==> config.mk <==
export PLATFORM = sky130hd
export DESIGN_NAME = ata_taskfile_dev
export DESIGN_NICKNAME = d
export VERILOG_FILES = /design/src/rtl/ata_taskfile_dev.sv
export SDC_FILE = /design/constraint.sdc
export NUM_CORES = 1
export LEC_CHECK = 0
export BUFFER_PORTS_ARGS = -buffer_cell sky130_fd_sc_hd__buf_2
export CAP_MARGIN = 40
export CORE_MARGIN = 2
export CORE_UTILIZATION = 45
export DETAILED_ROUTE_END_ITERATION = 7
export MAX_ROUTING_LAYER = met4
export PLACE_DENSITY = 0.74
export SLEW_MARGIN = 10
export SYNTH_ARGS = -nofsm -noshare
export SYNTH_HDL_FRONTEND = slang
export SYNTH_SLANG_ARGS = --single-unit
==> constraint.sdc <==
create_clock -name clk -period 2.7 [get_ports clk]
set_input_delay 0.135 -clock clk [delete_from_list [all_inputs] [get_ports clk]]
set_output_delay 0.135 -clock clk [all_outputs]
set_load 0.03 [all_outputs]
==> src/rtl/ata_taskfile_dev.sv <==
module ata_taskfile_dev #(
  parameter int DEV_ID     = 0,
  parameter int SECT_BYTES = 512,
  parameter int MULT_SECT  = 1,
  localparam int BLK       = (MULT_SECT < 1) ? 1 : ((MULT_SECT > 128) ? 128 : MULT_SECT),
  localparam int BLK_BYTES = BLK * SECT_BYTES,
  localparam int AW        = $clog2(BLK_BYTES)
) (
  input  logic          clk,
  input  logic          rst_n,
  input  logic          cs_cmd,
  input  logic          cs_ctl,
  input  logic [2:0]    addr,
  input  logic          rd,
  input  logic          wr,
  input  logic          wide,
  input  logic [15:0]   wdata,
  output logic [15:0]   rdata,
  output logic          intrq,
  output logic          media_req,
  output logic          media_wr,
  output logic [27:0]   media_lba,
  output logic [7:0]    media_nsect,
  input  logic          media_done,
  output logic [AW-1:0] buf_addr,
  output logic          buf_rd,
  output logic          buf_wr,
  output logic          buf_wide,
  output logic [15:0]   buf_wdata,
  input  logic [15:0]   buf_rdata,
  output logic          dma_req,
  output logic          dma_rd,
  input  logic          dma_done,
  input  logic          dma_abort
);
  localparam logic [7:0] OP_RD_PIO = 8'h20, OP_WR_PIO = 8'h30, OP_RD_DMA = 8'hC8,
                         OP_WR_DMA = 8'hCA, OP_IDENT  = 8'hEC;
  localparam logic [7:0] ST_READY = 8'h50, ST_BUSY = 8'h80, ST_DRQ = 8'h58,
                         ST_DMA   = 8'h88, ST_FAULT = 8'h70;

  typedef enum logic [3:0] {
    S_IDLE, S_SRST, S_EXEC, S_PIN_PREP, S_PIN_XFER,
    S_POUT_XFER, S_POUT_COMMIT, S_DMA
  } state_t;

  state_t      state;
  logic [7:0]  nsect, sectn, cyl_lo, cyl_hi, dh, err, stat, cmd, blk_n;
  logic        nien, pend;
  logic [8:0]  sect_left, rem;
  logic [27:0] lba_cur;
  logic [AW-1:0] boff;
  logic [AW:0] blk_bytes, boff_sum;

  wire sel     = (dh[4] == DEV_ID[0]);
  wire bsy     = stat[7];
  wire tf_wr   = cs_cmd & wr & ~bsy;
  wire go      = cs_cmd & wr & (addr == 3'd7) & sel & ~bsy & (state == S_IDLE);
  wire ctl_wr  = cs_ctl & wr & (addr == 3'd2);
  wire st_rd   = cs_cmd & rd & (addr == 3'd7) & sel;
  wire dat_rd  = cs_cmd & rd & (addr == 3'd0) & sel & (state == S_PIN_XFER);
  wire dat_wr  = cs_cmd & wr & (addr == 3'd0) & sel & (state == S_POUT_XFER);
  wire blk_end = boff_sum >= blk_bytes;
  wire last    = (sect_left == {1'b0, blk_n});

  assign blk_bytes = (AW+1)'(blk_n) * (AW+1)'(SECT_BYTES);
  assign boff_sum  = {1'b0, boff} + (wide ? (AW+1)'(2) : (AW+1)'(1));
  assign rem       = sect_left - {1'b0, blk_n};

  function automatic logic [7:0] blk_of(input logic [8:0] n);
    return (n > 9'(BLK)) ? 8'(BLK) : n[7:0];
  endfunction

  assign intrq       = pend & ~nien;
  assign media_req   = (state == S_PIN_PREP) | (state == S_POUT_COMMIT);
  assign media_wr    = (state == S_POUT_COMMIT);
  assign media_lba   = lba_cur;
  assign media_nsect = blk_n;
  assign buf_addr    = boff;
  assign buf_rd      = dat_rd;
  assign buf_wr      = dat_wr;
  assign buf_wide    = wide;
  assign buf_wdata   = wdata;
  assign dma_req     = (state == S_DMA);
  assign dma_rd      = (cmd == OP_RD_DMA);

  always_comb begin
    rdata = 16'h0000;
    if (cs_cmd & rd & sel) begin
      case (addr)
        3'd0: rdata = (state != S_PIN_XFER) ? 16'h0000 :
                      (wide ? buf_rdata : {8'h00, buf_rdata[7:0]});
        3'd1: rdata = {8'h00, err};
        3'd2: rdata = {8'h00, nsect};
        3'd3: rdata = {8'h00, sectn};
        3'd4: rdata = {8'h00, cyl_lo};
        3'd5: rdata = {8'h00, cyl_hi};
        3'd6: rdata = {8'h00, dh};
        default: rdata = {8'h00, stat};
      endcase
    end else if (cs_ctl & rd & sel & (addr == 3'd2)) begin
      rdata = {8'h00, stat};
    end
  end

  always_ff @(posedge clk or negedge rst_n) begin
    if (!rst_n) begin
      state <= S_IDLE;  stat <= ST_READY; err <= 8'h00; cmd <= 8'h00;
      nsect <= 8'h01;   sectn <= 8'h01;   cyl_lo <= 8'h00; cyl_hi <= 8'h00; dh <= 8'h00;
      nien <= 1'b0;     pend <= 1'b0;     sect_left <= '0; blk_n <= 8'h00;
      lba_cur <= '0;    boff <= '0;
    end else begin
      if (tf_wr) begin
        case (addr)
          3'd2: nsect  <= wdata[7:0];
          3'd3: sectn  <= wdata[7:0];
          3'd4: cyl_lo <= wdata[7:0];
          3'd5: cyl_hi <= wdata[7:0];
          3'd6: dh     <= wdata[7:0];
          default: ;
        endcase
      end
      if (st_rd) pend <= 1'b0;
      if (ctl_wr) nien <= wdata[1];

      case (state)
        S_IDLE: if (go) begin
          cmd <= wdata[7:0]; stat <= ST_BUSY; err <= 8'h00; pend <= 1'b0;
          lba_cur <= {dh[3:0], cyl_hi, cyl_lo, sectn};
          sect_left <= (nsect == 8'h00) ? 9'd256 : {1'b0, nsect};
          state <= S_EXEC;
        end
        S_EXEC: begin
          boff <= '0;
          case (cmd)
            OP_RD_PIO: begin blk_n <= blk_of(sect_left); state <= S_PIN_PREP; end
            OP_IDENT:  begin blk_n <= 8'h01; sect_left <= 9'd1; state <= S_PIN_PREP; end
            OP_WR_PIO: begin blk_n <= blk_of(sect_left); stat <= ST_DRQ; state <= S_POUT_XFER; end
            OP_RD_DMA, OP_WR_DMA: begin stat <= ST_DMA; state <= S_DMA; end
            default:   begin stat <= ST_READY; pend <= 1'b1; state <= S_IDLE; end
          endcase
        end
        S_PIN_PREP: if (media_done) begin
          stat <= ST_DRQ; pend <= 1'b1; boff <= '0; state <= S_PIN_XFER;
        end
        S_PIN_XFER: if (dat_rd) begin
          if (blk_end) begin
            boff <= '0; sect_left <= rem; lba_cur <= lba_cur + 28'(blk_n);
            if (last) begin stat <= ST_READY; state <= S_IDLE; end
            else begin stat <= ST_BUSY; blk_n <= blk_of(rem); state <= S_PIN_PREP; end
          end else boff <= boff_sum[AW-1:0];
        end
        S_POUT_XFER: if (dat_wr) begin
          if (blk_end) begin boff <= '0; stat <= ST_BUSY; state <= S_POUT_COMMIT; end
          else boff <= boff_sum[AW-1:0];
        end
        S_POUT_COMMIT: if (media_done) begin
          sect_left <= rem; lba_cur <= lba_cur + 28'(blk_n); pend <= 1'b1;
          if (last) begin stat <= ST_READY; state <= S_IDLE; end
          else begin stat <= ST_DRQ; blk_n <= blk_of(rem); state <= S_POUT_XFER; end
        end
        S_DMA: begin
          if (dma_abort) begin
            stat <= ST_FAULT; err <= 8'h04; pend <= 1'b1; state <= S_IDLE;
          end else if (dma_done) begin
            stat <= ST_READY; pend <= 1'b1; state <= S_IDLE;
          end
        end
        default: ;
      endcase

      if (ctl_wr) begin
        if (wdata[2]) begin
          state <= S_SRST; stat <= ST_BUSY; pend <= 1'b0;
        end else if (state == S_SRST) begin
          state <= S_IDLE; stat <= ST_READY; err <= 8'h00;
          nsect <= 8'h01; sectn <= 8'h01; cyl_lo <= 8'h00; cyl_hi <= 8'h00; dh <= 8'h00;
        end
      end
    end
  end
endmodule

==> results of run 1 <==
[metal layers]
layer / global-route usage, % / vias to the layer above / wire [um]
met3: 4.97 / 66 / 2090
met1: 38.5 / 3774 / 10800
li1: - / 3595 / -
met2: 40.4 / 421 / 11500
met5: - / - / 0
met4: 10.8 / 0 / 714
[cells by family (layout without fill, tap and decap cells)]
group	count (synthesis)	in the layout	share of synthesized area [%]
multiplexers	54	54	7.46
XOR/XNOR	14	14	1.63
AND/OR/NAND/NOR	362	362	22.2
buffers and inverters	95	236	5.81
flip-flops	124	124	38.9
AO/OA/AOI/OAI	255	255	20.3
adder cells (fa/ha/maj)	22	22	3.73
[path summary, 6_finish.rpt]
kind,depth (start not counted),end
max,14,stat[0]
min,3,cmd[4]
max reg2reg,14,stat[0]
min reg2reg,1,err[1]
max in group asynchronous,3,nsect[0]
min in group asynchronous,2,media_lba[20]
[repair_timing]
action                     4_1_cts  5_1_grt
hold buffers                     1        0
pin swaps                       14       10
hold endpoints to repair        52        0
resized for setup               20       22
setup endpoints to repair       55       66
buffers inserted                 4        2
[registers in the layout (all words and copies together), names as in the netlist]
name	flops
stat	8
cmd	8
cyl_hi	8
media_lba	28
nien	1
dh	8
err	8
sectn	8
nsect	8
state	4
buf_addr	9
sect_left	9
cyl_lo	8
pend	1
media_nsect	8
[through the flow]
| step | setup slack [ns] | hold slack (ns) | cells | total power, uW | area [um2] |
|---|---|---|---|---|---|
| floorplan | -0.151 | -0.161 | 926 | 7190 | 8100 |
| global placement | -0.122 | 0.238 | 1254 | 8690 | 9070 |
| detailed placement | -0.160 | 0.241 | 1254 | 8820 | 9070 |
| CTS | -0.102 | 0.00883 | 1291 | 11200 | 9790 |
| global route | -0.310 | 0.0396 | 1292 | 11900 | 9890 |
| finish | -0.140 | 0.0263 | 1292 | 11300 | 9890 |
[cells in the mapped netlist (4+ instances only)]
master,number
a31oi_1,9
dfstp_2,4
nand3_1,22
or2_2,6
o22a_1,4
a21o_1,4
clkbuf_1,31
a21oi_1,91
nor3_1,17
nor3_2,4
a221oi_1,8
mux2i_1,37
nand2_1,101
a22o_1,7
xor2_1,5
xnor2_1,8
buf_4,20
mux2_4,9
o21ai_0,54
o22ai_1,21
mux2_2,8
buf_2,8
nor2b_1,8
nand4_1,11
and3_1,17
nor4_1,9
o31ai_1,5
nor2_1,117
and2_1,10
a211oi_1,10
buf_1,5
inv_1,28
ha_1,19
dfrtp_1,120
or3_1,7
o21a_1,4
nand2b_1,8
[power groups by stage]
| stage | Sequential (uW) | Combinational [uW] | Clock (uW) |
|---|---|---|---|
| detailed placement | 3410 | 5420 | 0 |
| global placement | 3390 | 5310 | 0 |
| floorplan | 3640 | 3540 | 0 |
| global route | 3490 | 6180 | 2290 |
| finish | 3420 | 5650 | 2190 |
| CTS | 3390 | 5560 | 2220 |
[worst max-delay path, stage by stage, from the launching register on]
cell and delay (ns):
dfrtp_2 0.42, ha_4 0.27, a21o_1 0.14, nand2_2 0.08
nor2_4 0.12, nand3_2 0.12, ha_4 0.29, nor4b_4 0.23
o211ai_4 0.17, nor3_4 0.19, nor3_2 0.07, buf_6 0.16
nor4b_4 0.28, buf_4 0.16, nor2_1 0.04
[layout make-up]
type | count | share of cell area (%)
clock buffers | 19 | 4.48
multi-input cells | 707 | 47.5
inverters | 28 | 1.06
well taps | 225 | 2.85
repair buffers | 176 | 11.5
clock inverters | 13 | 1.22
flip-flops and latches | 124 | 31.5
==> impl_metrics.tcl, run 1 <==
set metrics [dict create \
    rsz0062_at_grt "true" \
    diodes 0 \
    internal_power_uw 6170 \
    finalSetupViolations 58 \
    num_rows 48 \
    hpwl_mm 17.8 \
    drtIter0Drc 760 \
    n_fill_cell 1543 \
    fin_setup_tns_ns -4.41 \
    cts_buffers 17 \
    maxCapViolCount 0 \
    syn_inst 926 \
    yosys.area.top_type "dfrtp_1" \
    cts_max_path_buffers 2 \
    track_usage_pct 27.7 \
    netlist_area_mm2 0.00799 \
    cts_tree "yes" \
    clkPwrFrac_pct 19.5 \
    synth_edf_count 0 \
    first_global_vias 7353 \
    min_from "wdata[4]" \
    hold_path.class "in -> reg" \
    syn_nets 993 \
    timing.fmax_mhz 352 \
    grt_pass1_wl_mm 39.2 \
    worstSetupEndpointType "flip-flop" \
    async_flop_share_pct 100 \
    first_pass_iters 5 \
    start_kind "flip-flop" \
    grt-ovfl-total 0 \
    synth.area.top_cells "dfrtp_1, a21oi_1, nor2_1" \
    core-area_mm2 0.0173 \
    clkSlewWorstSetupHoldPaths_ns 0.06 \
    worstPathMaxFanout 5 \
    final-seq-area_mm2 0.00311 \
    synth_ff_type "dfrtp_1" \
    finalMaxSlewViolations 0 \
    drt-total-wl_mm 25.1 \
    drtAntennaViolNets 0 \
    area_growth_pct 23.8 \
    die_w_um 137 \
    finalHoldViolCount 0 \
    clkLatencyLatePin_ns 0.43 \
    io_buffers 113 \
    clockRootBuffer "clkbuf_16" \
    synth_top_area_share_pct 37.6 \
    setup_ws_ns -0.140 \
    ys_warn_count 0 \
    relSlewSlack_pct 42.6 \
    nets 1121 \
    skew_ns 0.00722 \
    p_per_area_mw_per_mm2 1140 \
    fin_crit_sh_pct 105 \
    multi_input_area_mm2 0.00469 \
    pin_count 130 \
    critPathLaunch "buf_addr[1]" \
    pwr-share-comb_pct 50.2 \
    tightestPinTransition_ns 0.854 \
    critPathKind "reg -> reg" \
    h-tree-depth 4 \
    synth.avg_cell_area_um2 8.63 \
    switching_share_pct 45.2 \
    reg2reg_from "buf_addr[1]" \
    synth-seq-cells 124 \
    final_layout_size_suffix_gt1_share_pct 28.6 \
    ys_seq_area_share_pct 38.9 \
    final_cell_mix "dfrtp_1, buf_2, nor2_1" \
    post-route-util_pct 57.2 \
    start_util_pct 46.2 \
    fp.dieH_um 137 \
    power.net_switching_uw 5090 \
    worstPathRequired_ns 3.02 \
    final_common_cell "dfrtp_1" \
    ir_worst_vdd_mv 0.622 \
    dieArea_mm2 0.0188 \
    status "complete, but fails checks" \
    arrival_ns 3.16 \
    synth_cell_type_count 80 \
    grt_start_max_net_pins 57 \
    p_leak_uw 0.00451 \
    violations "negative setup slack" \
    dr_total_vias 7856 \
    gp_congestion 0.998 \
    r2r_slack_ns -0.14 \
    antenna_found_initial 0 \
    routedWlPerCell_um 19.4 \
    p_seq_share_pct 30.4 \
    fin_crit_ns 2.84 \
    cts_sinks 124 \
    route.detailed.drc 0 \
    vias_per_cell 6.08 \
]
No activity file was read; power rests on OpenSTA's default activity.
==> run 2: changes to the inputs <==
--- a/config.mk
+++ b/config.mk
@@ -12,6 +12,7 @@
 export DETAILED_ROUTE_END_ITERATION = 7
 export MAX_ROUTING_LAYER = met4
 export PLACE_DENSITY = 0.74
+export SETUP_SLACK_MARGIN = 0.1
 export SLEW_MARGIN = 10
 export SYNTH_ARGS = -nofsm -noshare
 export SYNTH_HDL_FRONTEND = slang
==> impl_metrics.tcl, run 2 (same netlist as run 1, synthesis figures left out) <==
set metrics [dict create \
    status "complete, but fails checks" \
    violations "negative setup slack" \
    path_delay_family "compound AO/OA/AOI/OAI gates" \
    crit_path_max_incr_delay_ns 0.42 \
    final_cells 1308 \
    fp.dieH_um 137 \
    total_power_uw 11600 \
    critPathKind "reg -> reg" \
    relSlewSlack_pct 46.7 \
    clkSlewWorstSetupHoldPaths_ns 0.06 \
    clockRootBuffer "clkbuf_16" \
    h-tree-depth 4 \
    dp_slack_ns -0.133 \
    start_kind "flip-flop" \
    worstPathRequired_ns 2.99 \
    finalHoldViolCount 0 \
    finalSetupViolations 62 \
    clkLatencyLatePin_ns 0.42 \
    skew_ns 0.0121 \
    slowest_stage "dfrtp_2" \
    ir_worst_vdd_mv 0.626 \
    power.net_switching_uw 5140 \
    dpl-instance-area_mm2 0.00917 \
    dp_cells 1259 \
    p_per_area_mw_per_mm2 1140 \
    critPathLaunch "buf_addr[1]" \
    finalMaxSlewViolations 0 \
    drtAntennaViolNets 0 \
    final_cell_mix "dfrtp_1, buf_2, nor2_1" \
    worst_hold_slack_ns 0.0470 \
    final_cell_area_mm2 0.0101 \
    grt-ovfl-total 0 \
    drt-total-wl_mm 25.4 \
    cts_tree "yes" \
    gp_congestion 0.956 \
    hpwl_mm 17.9 \
    p_seq_share_pct 29.7 \
    pwr-share-comb_pct 50.8 \
    grt_start_max_net_pins 51 \
    pin_count 130 \
    min_from "wdata[7]" \
    num_rows 48 \
    routedWlPerCell_um 19.4 \
    first_global_vias 7430 \
    nets 1137 \
    route.detailed.drc 0 \
    vias_per_cell 6.07 \
    diodes 0 \
    first_pass_iters 5 \
    worstSetupEndpointType "flip-flop" \
    reg2reg_from "buf_addr[1]" \
    tightestPinTransition_ns 0.795 \
    grt_pass1_wl_mm 40.0 \
    r2r_slack_ns -0.15 \
    largest_register_ffs 28 \
    die_w_um 137 \
    crit_buf_inv 2 \
    worstPathMaxFanout 7 \
    final_common_cell "dfrtp_1" \
    internal_power_uw 6460 \
    drtIter0Drc 706 \
    maxCapViolCount 0 \
    cts_max_path_buffers 2 \
    hold_path.class "in -> reg" \
    track_usage_pct 28.2 \
    p_leak_uw 0.00461 \
    dr_total_vias 7943 \
    rsz0062_at_grt "true" \
    cts_buffers 17 \
    core-area_mm2 0.0173 \
    dieArea_mm2 0.0188 \
    io_buffers 113 \
    fin_crit_ns 2.85 \
    fin_crit_sh_pct 106 \
    crit_top_cell "ha_4" \
    final_layout_size_suffix_gt1_share_pct 29.6 \
    setup_ws_ns -0.153 \
    switching_share_pct 44.3 \
    crit_chain "ha_4 -> a21o_1 -> nand2_2 -> nor2_4 -> nand3_2 -> ha_4 -> nor4b_4 -> o211ai_4 -> o21ai_4 -> buf_6 -> nor3_4 -> buf_4 -> a41oi_2 -> a31oi_1" \
    start_util_pct 46.2 \
    antenna_found_initial 0 \
    timing.fmax_mhz 350 \
    area_growth_pct 27.1 \
    cts_sinks 124 \
    clkPwrFrac_pct 19.5 \
    arrival_ns 3.14 \
]
==> run 2: cell count changes in the layout (fill, tap and decap cells not counted), moves of 2 or more <==
cell	delta
o21ai_0	-2
a21oi_2	+3
buf_4	+8
clkinv_4	-4
buf_12	+4
o21ai_1	+2
clkbuf_1	+2
clkinv_2	-2
nor2_1	+2
clkinvlp_4	+3
nor2_2	-3
a21oi_1	-3
==> run 2: metrics by stage <==
step / utilization [%] / TNS (ns)
after floorplan: - / -2.70
after global placement: 53.0 / -0.715
after detailed placement: 53.0 / -2.59
after CTS: 57.5 / -1.34
after global routing: 58.7 / -11.03
final: 58.7 / -3.93
==> run 2: worst reg2reg max path, cell delays in order (launching register included) <==
cell	delay [ns]
dfrtp_2	0.42
ha_4	0.27
a21o_1	0.13
nand2_2	0.08
nor2_4	0.10
nand3_2	0.10
ha_4	0.29
nor4b_4	0.24
o211ai_4	0.18
o21ai_4	0.32
buf_6	0.17
nor3_4	0.05
buf_4	0.17
a41oi_2	0.13
a31oi_1	0.07
==> run 2: timing repair <==
| action | CTS | global route |
|---|---|---|
| pin swaps | 14 | 15 |
| gates cloned | 1 | 2 |
| hold endpoints to repair | 35 | 0 |
| hold buffers | 1 | 0 |
| buffers inserted | 7 | 6 |
| setup endpoints to repair | 63 | 76 |
| gates resized for setup | 23 | 23 |
==> run 2: path summary, 6_finish.rpt <==
path	endpoint	cells past startpoint
worst max-delay path	buf_addr[4]	14
worst max register to register	buf_addr[4]	14
max in group asynchronous	nsect[0]	3
worst min-delay path	cmd[7]	3
worst min register to register	err[5]	1
min in group asynchronous	media_lba[18]	2
==> run 2: power by group through the flow <==
stage	clock (uW)	combinational (uW)	sequential, uW
after floorplan	0	3550	3650
after global routing	2370	6440	3520
final	2260	5890	3440
after detailed placement	0	5440	3420
after global placement	0	5360	3390
after CTS	2280	5630	3400
==> run 2: layout make-up <==
type                    count  area (um2)
multi-input cells         708        4740
repair buffers            191        1320
inverters                  28         105
well taps                 225         282
clock buffers              22         464
fillers                  1540        7150
flip-flops and latches    124        3110
clock inverters            10         119
==> run 2: metal layers <==
layer	part of all wire [%]	routed length [um]	track usage, %	up-vias
met5	0	0	-	-
met2	46	11700	42.2	391
li1	-	-	-	3633
met1	44	11100	38.5	3864
met3	7.8	1970	5.81	55
met4	2.4	605	9.39	0
==> run 3: changes to the inputs <==
--- a/config.mk
+++ b/config.mk
@@ -11,7 +11,7 @@
 export CORE_UTILIZATION = 45
 export DETAILED_ROUTE_END_ITERATION = 7
 export MAX_ROUTING_LAYER = met4
-export PLACE_DENSITY = 0.74
+export PLACE_DENSITY = 0.72
 export SETUP_SLACK_MARGIN = 0.1
 export SLEW_MARGIN = 10
 export SYNTH_ARGS = -nofsm -noshare
==> constraint.sdc (replaced) <==
create_clock -name clk -period 3.2 [get_ports clk]
set_input_delay 0.16 -clock clk [delete_from_list [all_inputs] [get_ports clk]]
set_output_delay 0.16 -clock clk [all_outputs]
set_load 0.03 [all_outputs]
==> impl_metrics.tcl, run 3 (same netlist as run 1, synthesis figures left out) <==
set metrics [dict create \
    reg2reg_depth 13 \
    grt_start_max_net_pins 65 \
    dieArea_mm2 0.0188 \
    fin_crit_sh_pct 92.1 \
    hold_path.class "in -> reg" \
    hold_depth 3 \
    drtAntennaViolNets 0 \
    top_layer_used "met4" \
    dr_total_vias 7632 \
    cts_buffers 17 \
    start_kind "flip-flop" \
    pin_count 130 \
    p_leak_uw 0.00431 \
    antenna_found_initial 0 \
    grt_pass1_wl_mm 37.7 \
    largest_register_ffs 28 \
    finalSetupViolations 0 \
    num_rows 48 \
    vias_per_cell 6.06 \
    worstSetupEndpointType "output port" \
    core-area_mm2 0.0173 \
    n_fill_cell 1598 \
    worstPathMaxFanout 12 \
    io_buffers 113 \
    hold_path_end "cmd[5]" \
    clkSlewWorstSetupHoldPaths_ns 0.06 \
    die_w_um 137 \
    finalHoldViolCount 0 \
    nets 1089 \
    p_per_area_mw_per_mm2 980 \
    arrival_ns 2.79 \
    status "finished, final reports clean" \
    start_util_pct 46.2 \
    timing.fmax_mhz 339 \
    worstPathRequired_ns 3.04 \
    finalMaxSlewViolations 0 \
    gp_congestion 0.934 \
    tightestPinTransition_ns 0.883 \
    h-tree-depth 4 \
    fin_setup_tns_ns 0 \
    cts_tree "yes" \
    first_global_vias 7005 \
    routedWlPerCell_um 19.0 \
    track_usage_pct 26.7 \
    diodes 0 \
    relSlewSlack_pct 40.8 \
    ir_worst_vdd_mv 0.445 \
    cts_max_path_buffers 2 \
    cts_setup_buffers 0 \
    wl_met2_mm 10.9 \
    dpl-instance-area_mm2 0.00874 \
    fin_crit_ns 2.95 \
    reg2reg_to "media_lba[16]" \
    clockRootBuffer "clkbuf_16" \
    min_from "wdata[5]" \
    cts_sinks 124 \
    drt-total-wl_mm 24.0 \
    drt-met1-wl_mm 10.8 \
    fp.dieH_um 137 \
    route.detailed.drc 0 \
    final_layout_size_suffix_gt1_share_pct 22.3 \
    r2r_slack_ns 0.26 \
    reg2reg_from "buf_addr[1]" \
    critPathKind "reg -> out" \
    drtIter0Drc 849 \
    final_cell_mix "dfrtp_1, nor2_1, buf_2" \
    rsz0062_at_grt "true" \
    first_pass_iters 6 \
    skew_ns 0.0106 \
    maxCapViolCount 0 \
    final_cell_area_mm2 0.00939 \
    grt-ovfl-total 0 \
    hpwl_mm 17.5 \
    met3_length_mm 1.86 \
    area_growth_pct 17.5 \
    clkLatencyLatePin_ns 0.42 \
    final_common_cell "dfrtp_1" \
]
[run 3: report_power, final]
part / total [uW] / internal, uW / switching (uW)
Clock: 1900 / 1150 / 755
Combinational: 4410 / 1740 / 2670
Sequential: 2880 / 2180 / 705
[run 3: repair_timing]
action / 4_1_cts / 5_1_grt
resized for setup: 1 / 9
hold endpoints to repair: 48 / 0
hold buffers: 1 / 0
endpoints found under the setup margin: 9 / 46
[run 3: worst max path at each step]
stage                startpoint            end  slack, ns  cells past startpoint
floorplan           buf_addr[1]   sect_left[0]       0.20                     13
global placement    buf_addr[1]   sect_left[5]       0.11                     12
detailed placement  buf_addr[1]   sect_left[6]       0.04                     12
CTS                 buf_addr[1]  media_lba[16]       0.17                     13
global route        buf_addr[1]  media_lba[16]       0.05                     13
finish                 state[2]      rdata[13]       0.25                      7
[run 3: through the flow]
stage               std cells  worst slack [ns]  total power [uW]  hold WS, ns  util (%)
global placement         1227             0.110              7100        0.245      50.5
CTS                      1260             0.174              9120       0.0641      53.9
global route             1260            0.0501              9780       0.0852      54.3
floorplan                 926             0.203              5970       -0.136         -
detailed placement       1227            0.0386              7180        0.243      50.5
finish                   1260             0.251              9200       0.0785      54.3
[run 3: area by class of cell]
type | instances | area, um2 | share of cell area [%]
well taps | 225 | 282 | 3.00
inverters | 28 | 105 | 1.12
clock inverters | 14 | 146 | 1.56
multi-input cells | 707 | 4490 | 47.8
clock buffers | 18 | 429 | 4.57
flip-flops and latches | 124 | 3110 | 33.1
repair buffers | 144 | 828 | 8.82
[run 3: worst max-delay path, cell delays in order (launching register included)]
cell and delay (ns):
dfrtp_1 0.55, inv_1 0.21, nor2_1 0.39, nand2_1 0.20, buf_4 0.21, nor2_2 0.38
and3_1 0.22, buf_2 0.19
[run 3: layer usage]
layer	up-vias	track usage, %
li1	3540	-
met1	3709	37.7
met2	340	38.8
met3	43	5.00
met4	0	9.05
met5	-	-
